--- src/rtl/excl_mon_pkg.sv ---
package excl_mon_pkg;

  typedef enum logic [2:0] {
    OP_IDLE = 3'd0,
    OP_RD   = 3'd1,
    OP_WR   = 3'd2,
    OP_XRD  = 3'd3,
    OP_XWR  = 3'd4
  } mon_op_e;

  function automatic mon_op_e classify(input logic vld, input logic wr, input logic ex);
    mon_op_e op;
    if (!vld)          op = OP_IDLE;
    else if (ex && wr) op = OP_XWR;
    else if (ex)       op = OP_XRD;
    else if (wr)       op = OP_WR;
    else               op = OP_RD;
    return op;
  endfunction

endpackage

--- src/rtl/excl_mon_cfg.sv ---
module excl_mon_cfg #(
  parameter int                CFG_AW    = 12,
  parameter int                CFG_DW    = 32,
  parameter logic [CFG_AW-1:0] EN_OFFSET = 12'h018
) (
  input  logic              clk,
  input  logic              rst,
  input  logic              cfg_we,
  input  logic [CFG_AW-1:0] cfg_addr,
  input  logic [CFG_DW-1:0] cfg_wdata,
  output logic              en_q
);

  logic hit;
  assign hit = cfg_we && (cfg_addr == EN_OFFSET);

  always_ff @(posedge clk) begin
    if (rst)      en_q <= 1'b0;
    else if (hit) en_q <= |cfg_wdata;
  end

endmodule

--- src/rtl/excl_mon_slots.sv ---
module excl_mon_slots #(
  parameter int N_MST  = 2,
  parameter int ADDR_W = 32
) (
  input  logic                          clk,
  input  logic                          rst,
  input  logic [N_MST-1:0]              nxt_valid,
  input  logic [N_MST-1:0][ADDR_W-1:0]  nxt_addr,
  output logic [N_MST-1:0]              cur_valid,
  output logic [N_MST-1:0][ADDR_W-1:0]  cur_addr
);

  for (genvar s = 0; s < N_MST; s++) begin : g_slot
    always_ff @(posedge clk) begin
      if (rst) begin
        cur_valid[s] <= 1'b0;
        cur_addr[s]  <= '0;
      end else begin
        cur_valid[s] <= nxt_valid[s];
        cur_addr[s]  <= nxt_addr[s];
      end
    end
  end

endmodule

--- src/rtl/excl_mon_eval.sv ---
module excl_mon_eval
  import excl_mon_pkg::*;
#(
  parameter int N_MST    = 2,
  parameter int ADDR_W   = 32,
  parameter int GRAN_LSB = 3
) (
  input  logic                          en,
  input  logic [N_MST-1:0]              req_valid,
  input  logic [N_MST-1:0][ADDR_W-1:0]  req_addr,
  input  logic [N_MST-1:0]              req_write,
  input  logic [N_MST-1:0]              req_excl,
  input  logic [N_MST-1:0]              req_err,
  input  logic [N_MST-1:0]              cur_valid,
  input  logic [N_MST-1:0][ADDR_W-1:0]  cur_addr,
  output logic [N_MST-1:0]              nxt_valid,
  output logic [N_MST-1:0][ADDR_W-1:0]  nxt_addr,
  output logic [N_MST-1:0]              exokay,
  output logic [N_MST-1:0]              wr_suppress
);

  localparam logic [ADDR_W-1:0] GMASK = ~((ADDR_W'(1) << GRAN_LSB) - ADDR_W'(1));

  logic [ADDR_W-1:0] gran;
  logic              ok;
  mon_op_e           op;

  always_comb begin
    nxt_valid   = cur_valid;
    nxt_addr    = cur_addr;
    exokay      = '0;
    wr_suppress = '0;
    gran        = '0;
    ok          = 1'b0;
    op          = OP_IDLE;
    for (int m = 0; m < N_MST; m++) begin
      gran = req_addr[m] & GMASK;
      op   = classify(req_valid[m], req_write[m], req_excl[m]);
      ok   = 1'b0;
      if (op == OP_IDLE) begin
        ok = !en;
      end else if (!en) begin
        ok = 1'b1;
      end else begin
        case (op)
          OP_XRD: begin
            ok          = 1'b1;
            nxt_valid[m] = 1'b1;
            nxt_addr[m]  = gran;
          end
          OP_XWR: begin
            ok           = nxt_valid[m] && (nxt_addr[m] == gran);
            nxt_valid[m] = 1'b0;
            wr_suppress[m] = !ok;
            if (ok) begin
              for (int k = 0; k < N_MST; k++)
                if (k != m && nxt_addr[k] == gran) nxt_valid[k] = 1'b0;
            end
          end
          OP_WR: begin
            for (int k = 0; k < N_MST; k++)
              if (k != m && nxt_addr[k] == gran) nxt_valid[k] = 1'b0;
          end
          default: ok = 1'b0;
        endcase
      end
      exokay[m] = (req_valid[m] && req_err[m]) ? 1'b0 : ok;
    end
  end

endmodule

--- src/rtl/excl_monitor.sv ---
module excl_monitor #(
  parameter int                N_MST     = 2,
  parameter int                ADDR_W    = 32,
  parameter int                GRAN_LSB  = 3,
  parameter int                CFG_AW    = 12,
  parameter int                CFG_DW    = 32,
  parameter logic [CFG_AW-1:0] EN_OFFSET = 12'h018
) (
  input  logic                          clk,
  input  logic                          rst,
  input  logic                          cfg_we,
  input  logic [CFG_AW-1:0]             cfg_addr,
  input  logic [CFG_DW-1:0]             cfg_wdata,
  input  logic [N_MST-1:0]              req_valid,
  input  logic [N_MST-1:0][ADDR_W-1:0]  req_addr,
  input  logic [N_MST-1:0]              req_write,
  input  logic [N_MST-1:0]              req_excl,
  input  logic [N_MST-1:0]              req_err,
  output logic [N_MST-1:0]              exokay,
  output logic [N_MST-1:0]              wr_suppress
);

  logic                         en_q;
  logic [N_MST-1:0]             cur_valid;
  logic [N_MST-1:0][ADDR_W-1:0] cur_addr;
  logic [N_MST-1:0]             nxt_valid;
  logic [N_MST-1:0][ADDR_W-1:0] nxt_addr;

  excl_mon_cfg #(
    .CFG_AW(CFG_AW), .CFG_DW(CFG_DW), .EN_OFFSET(EN_OFFSET)
  ) u_cfg (
    .clk(clk), .rst(rst), .cfg_we(cfg_we), .cfg_addr(cfg_addr),
    .cfg_wdata(cfg_wdata), .en_q(en_q)
  );

  excl_mon_slots #(.N_MST(N_MST), .ADDR_W(ADDR_W)) u_slots (
    .clk(clk), .rst(rst), .nxt_valid(nxt_valid), .nxt_addr(nxt_addr),
    .cur_valid(cur_valid), .cur_addr(cur_addr)
  );

  excl_mon_eval #(.N_MST(N_MST), .ADDR_W(ADDR_W), .GRAN_LSB(GRAN_LSB)) u_eval (
    .en(en_q), .req_valid(req_valid), .req_addr(req_addr),
    .req_write(req_write), .req_excl(req_excl), .req_err(req_err),
    .cur_valid(cur_valid), .cur_addr(cur_addr),
    .nxt_valid(nxt_valid), .nxt_addr(nxt_addr),
    .exokay(exokay), .wr_suppress(wr_suppress)
  );

endmodule

--- config.mk ---
export PLATFORM = sky130hd
export DESIGN_NAME = excl_monitor
export DESIGN_NICKNAME = d
export VERILOG_FILES = /design/src/rtl/excl_mon_pkg.sv /design/src/rtl/excl_mon_cfg.sv /design/src/rtl/excl_mon_slots.sv /design/src/rtl/excl_mon_eval.sv /design/src/rtl/excl_monitor.sv
export SDC_FILE = /design/constraint.sdc
export NUM_CORES = 1
export LEC_CHECK = 0
export CORE_ASPECT_RATIO = 0.9
export CORE_MARGIN = 5
export CORE_UTILIZATION = 49
export DETAILED_ROUTE_END_ITERATION = 16
export MAX_ROUTING_LAYER = met4
export PLACE_DENSITY = 0.81
export SYNTH_ARGS = -nofsm -noshare
export SYNTH_HDL_FRONTEND = slang
export SYNTH_HIERARCHICAL = 1
export SYNTH_SLANG_ARGS = --single-unit
--- constraint.sdc ---
create_clock -name clk -period 3.49 [get_ports clk]
set_clock_uncertainty 0.1 [all_clocks]
set_input_delay 0.5235 -clock clk [delete_from_list [all_inputs] [get_ports clk]]
set_output_delay 0.5235 -clock clk [all_outputs]
set_load 0.01 [all_outputs]
==> key figures <==
Synthesis
  • Seq cells post-synth: 67
  • Synthesized area: 4580 um2
  • Top cell type by total area after synthesis: dfxtp_1
  • Mapped Cells: 522
  • Sequential share of the synthesized area: 0.293
  • Syn_nets: 645
  • Share of the synthesized area in the top cell type: 0.293
  • Syn_area_per_cell: 8.77 um2
  • Synth warnings: 6
  • Post-synth top flop: dfxtp_1
  • FFs w/ async S/R, synth: 0
  • Largest cells by area after synthesis: dfxtp_1 (29%), xor2_1 (12%), nor2b_1 (9.4%)
  • Synth cell types: 55
  • Post-synth EDFFs: 0

Detailed routing
  • Detailed-route wire length: 15600 um
  • Routed length per instance: 18.4 um
  • Vias per inst: 5.41
  • Post-route ant nets: 0
  • First-pass DRT Iterations: 5
  • DRT iter0 DRCs: 479
  • Vias: 4589
  • Post-route DRC violation count: 0

Die
  • Die width: 112 um
  • Area of the die: 11400 um2
  • Boundary Pins: 123
  • Core area: 9130 um2
  • Die Span Y: 102 um
  • Initial Util: 0.502
  • Row count: 33

Power
  • Lkg Pwr: 2.96 nW
  • Peak supply drop: 0.203 mV
  • Pwr dens: 285 nW/um2

Critical path
  • Worst path cell trace: clkdlybuf4s50_1 > xor2_2 > nor4_2 > buf_4 > nand4_1 > buf_4 > nor3_2 > buf_4 > nor2_1 > clkdlybuf4s50_1
  • Reg2Reg Depth: 8
  • CP max-delay cell: clkdlybuf4s50_1
  • Critical path arrival: 2.78 ns
  • R2R setup slack: 0.57 ns
  • CP most frequent cell: buf_4
  • Crit path kind: in -> out
  • CP endpoint kind: primary output
  • R2r endpoint: u_slots/cur_valid[0]
  • CP Data Required Time: 2.87 ns
  • Worst stage delay on the critical path: 0.48 ns
  • CP Launch Type: input pin
  • Reg-to-Reg Start: u_cfg/en_q
  • Crit-path max FO: 2

Timing
  • Min cycle time layout: 3.40 ns
  • Endpoints failing hold: 0
  • Setup TNS: 0 ns
  • Final Max Slew Viols: 0
  • Worst rel slew slack: 0.651
  • Setup ws final: 0.0889 ns
  • Final number of setup-violating endpoints: 0
  • Fmax: 0.294 GHz
  • Hold_ws: 0.481 ns
  • Fin crit share: 0.975
  • RSZ-0062 raised after global routing: true
  • Slew of the pin with the lowest slew margin: 0.524 ns

Layout
  • Antenna diode count: 0
  • Area growth syn-to-layout: 49.7%
  • # fillers: 682
  • Commonest non-fill, non-tap cell in the layout: clkdlybuf4s50_1
  • Register area: 1340 um2
  • Core Util, Final: 0.751
  • Area of the multi-input gates: 3160 um2
  • Nets: 844
  • Layout cells sized above 1: 0.237
  • Highest-count cells in the layout ignoring fill and taps: clkdlybuf4s50_1 (102), buf_4 (86), nor2b_1 (69)

Clocking
  • H-tree depth: 3
  • CTS tree: yes
  • CTS sink cnt: 67
  • CTS Buf Count: 9
  • Root buffer cell: clkbuf_8
  • Worst-skew pair later-pin latency: 0.34 ns
  • Clk slew on worst S/H paths: 0.08 ns
  • Max Buffers Root-to-Sink: 2

Hold path
  • Hold path depth: 2
  • Min-Delay Path Class: reg -> reg
  • WHS Endpoint: u_slots/cur_addr[1]
  • Hold Path Origin: u_slots/cur_addr[1]

Global route
  • Largest net degree at the start of global routing: 43
  • Total gr overflow: 0
  • Met1 Track Usage GR: 0.330
  • First-pass GRT wire length: 24600 um
  • Vias in the first global route: 4927
  • GR Util met3: 0.0651
  • Met2 Usage GRT: 0.475
  • GR peak layer: met2
  • Initial antenna violation count: 0
  • Gr usage total: 0.283

Run
  • MaxCap Viol Count: 0

Placement
  • Pre-CTS setup slack: -0.428 ns
  • GPL Wtd Cong: 0.955
  • IO buf count: 116
  • HPWL Detailed: 12500 um

Status
  • Status: completed
-- Yosys cell counts, types with 8 or more instances --
| master | instances |
|---|---|
| mux2_2 | 38 |
| nor2b_1 | 69 |
| nor3_1 | 8 |
| xnor2_1 | 46 |
| nand2_1 | 48 |
| o21ai_0 | 11 |
| dfxtp_1 | 67 |
| nor2_1 | 9 |
| inv_1 | 28 |
| xor2_1 | 63 |
| nor4_1 | 25 |
| o22ai_1 | 8 |
| nand4_1 | 15 |
-- worst max path at each step --
stage	to	slack (ns)	startpoint
CTS	u_slots/cur_valid[0]	0.006	req_write[0]
detailed placement	exokay[1]	-0.43	req_addr[57]
finish	wr_suppress[0]	0.09	req_addr[8]
global placement	exokay[1]	-0.41	req_addr[57]
global route	exokay[1]	-0.009	req_addr[8]
floorplan	u_slots/cur_valid[0]	0.27	req_write[0]
-- critical path: cells and delay by family --
| kind | cells | cell delay [ns] |
|---|---|---|
| xor+xnor | 1 | 0.19 |
| buf+inv | 5 | 1.44 |
| simple gates | 4 | 0.62 |
-- flip-flops by register name (all words and copies together) (netlist names) --
signal / count
u_cfg/en_q: 1
u_slots/cur_addr: 64
u_slots/cur_valid: 2
-- layer usage --
layer	wire length, um	vias to the layer above
met1	6450	2134
met4	470	0
met5	0	-
li1	-	2200
met3	1120	38
met2	7550	217
-- report_power, final --
part           total [W]  internal, W  leakage, nW  switching [W]
registers       0.000764     0.000764        0.539   0.0000000199
clock network   0.000801     0.000478        0.121       0.000324
logic           0.000386     0.000221         2.30       0.000165
-- through the flow --
stage / cell area (um2) / instances / power, W
6_report: 6850 / 848 / 0.00195
5_1_grt: 6850 / 848 / 0.00202
4_1_cts: 6750 / 847 / 0.00195
3_5_place_dp: 6440 / 830 / 0.00115
3_3_place_gp: 6440 / 830 / 0.00115
2_1_floorplan: 4580 / 522 / 0.000893
-- cell type report --
class | instances | area share
timing repair buffer | 204 | 0.270
clock buffer | 10 | 0.0186
clock inverter | 6 | 0.0164
sequential | 67 | 0.196
multi-input combinational | 411 | 0.461
inverter | 28 | 0.0153
tap | 122 | 0.0223
-- repair_timing --
item / 4_1_cts / 5_1_grt
gates resized for setup: 15 / 26
setup buffers: 1 / 1
endpoints found under the setup margin: 4 / 3
gates cloned: 0 / 0
pin swaps: 4 / 14
hold buffers: 0 / 0
-- logic make-up after synthesis --
| kind of cell | synth area share |
|---|---|
| flops | 0.293 |
| compound gates | 0.0869 |
| fa+ha+maj | 0.0109 |
| buf+inv | 0.0465 |
| mux | 0.0981 |
| simple gates | 0.256 |
| xor+xnor | 0.209 |
Power figures use the tool's default switching activity.
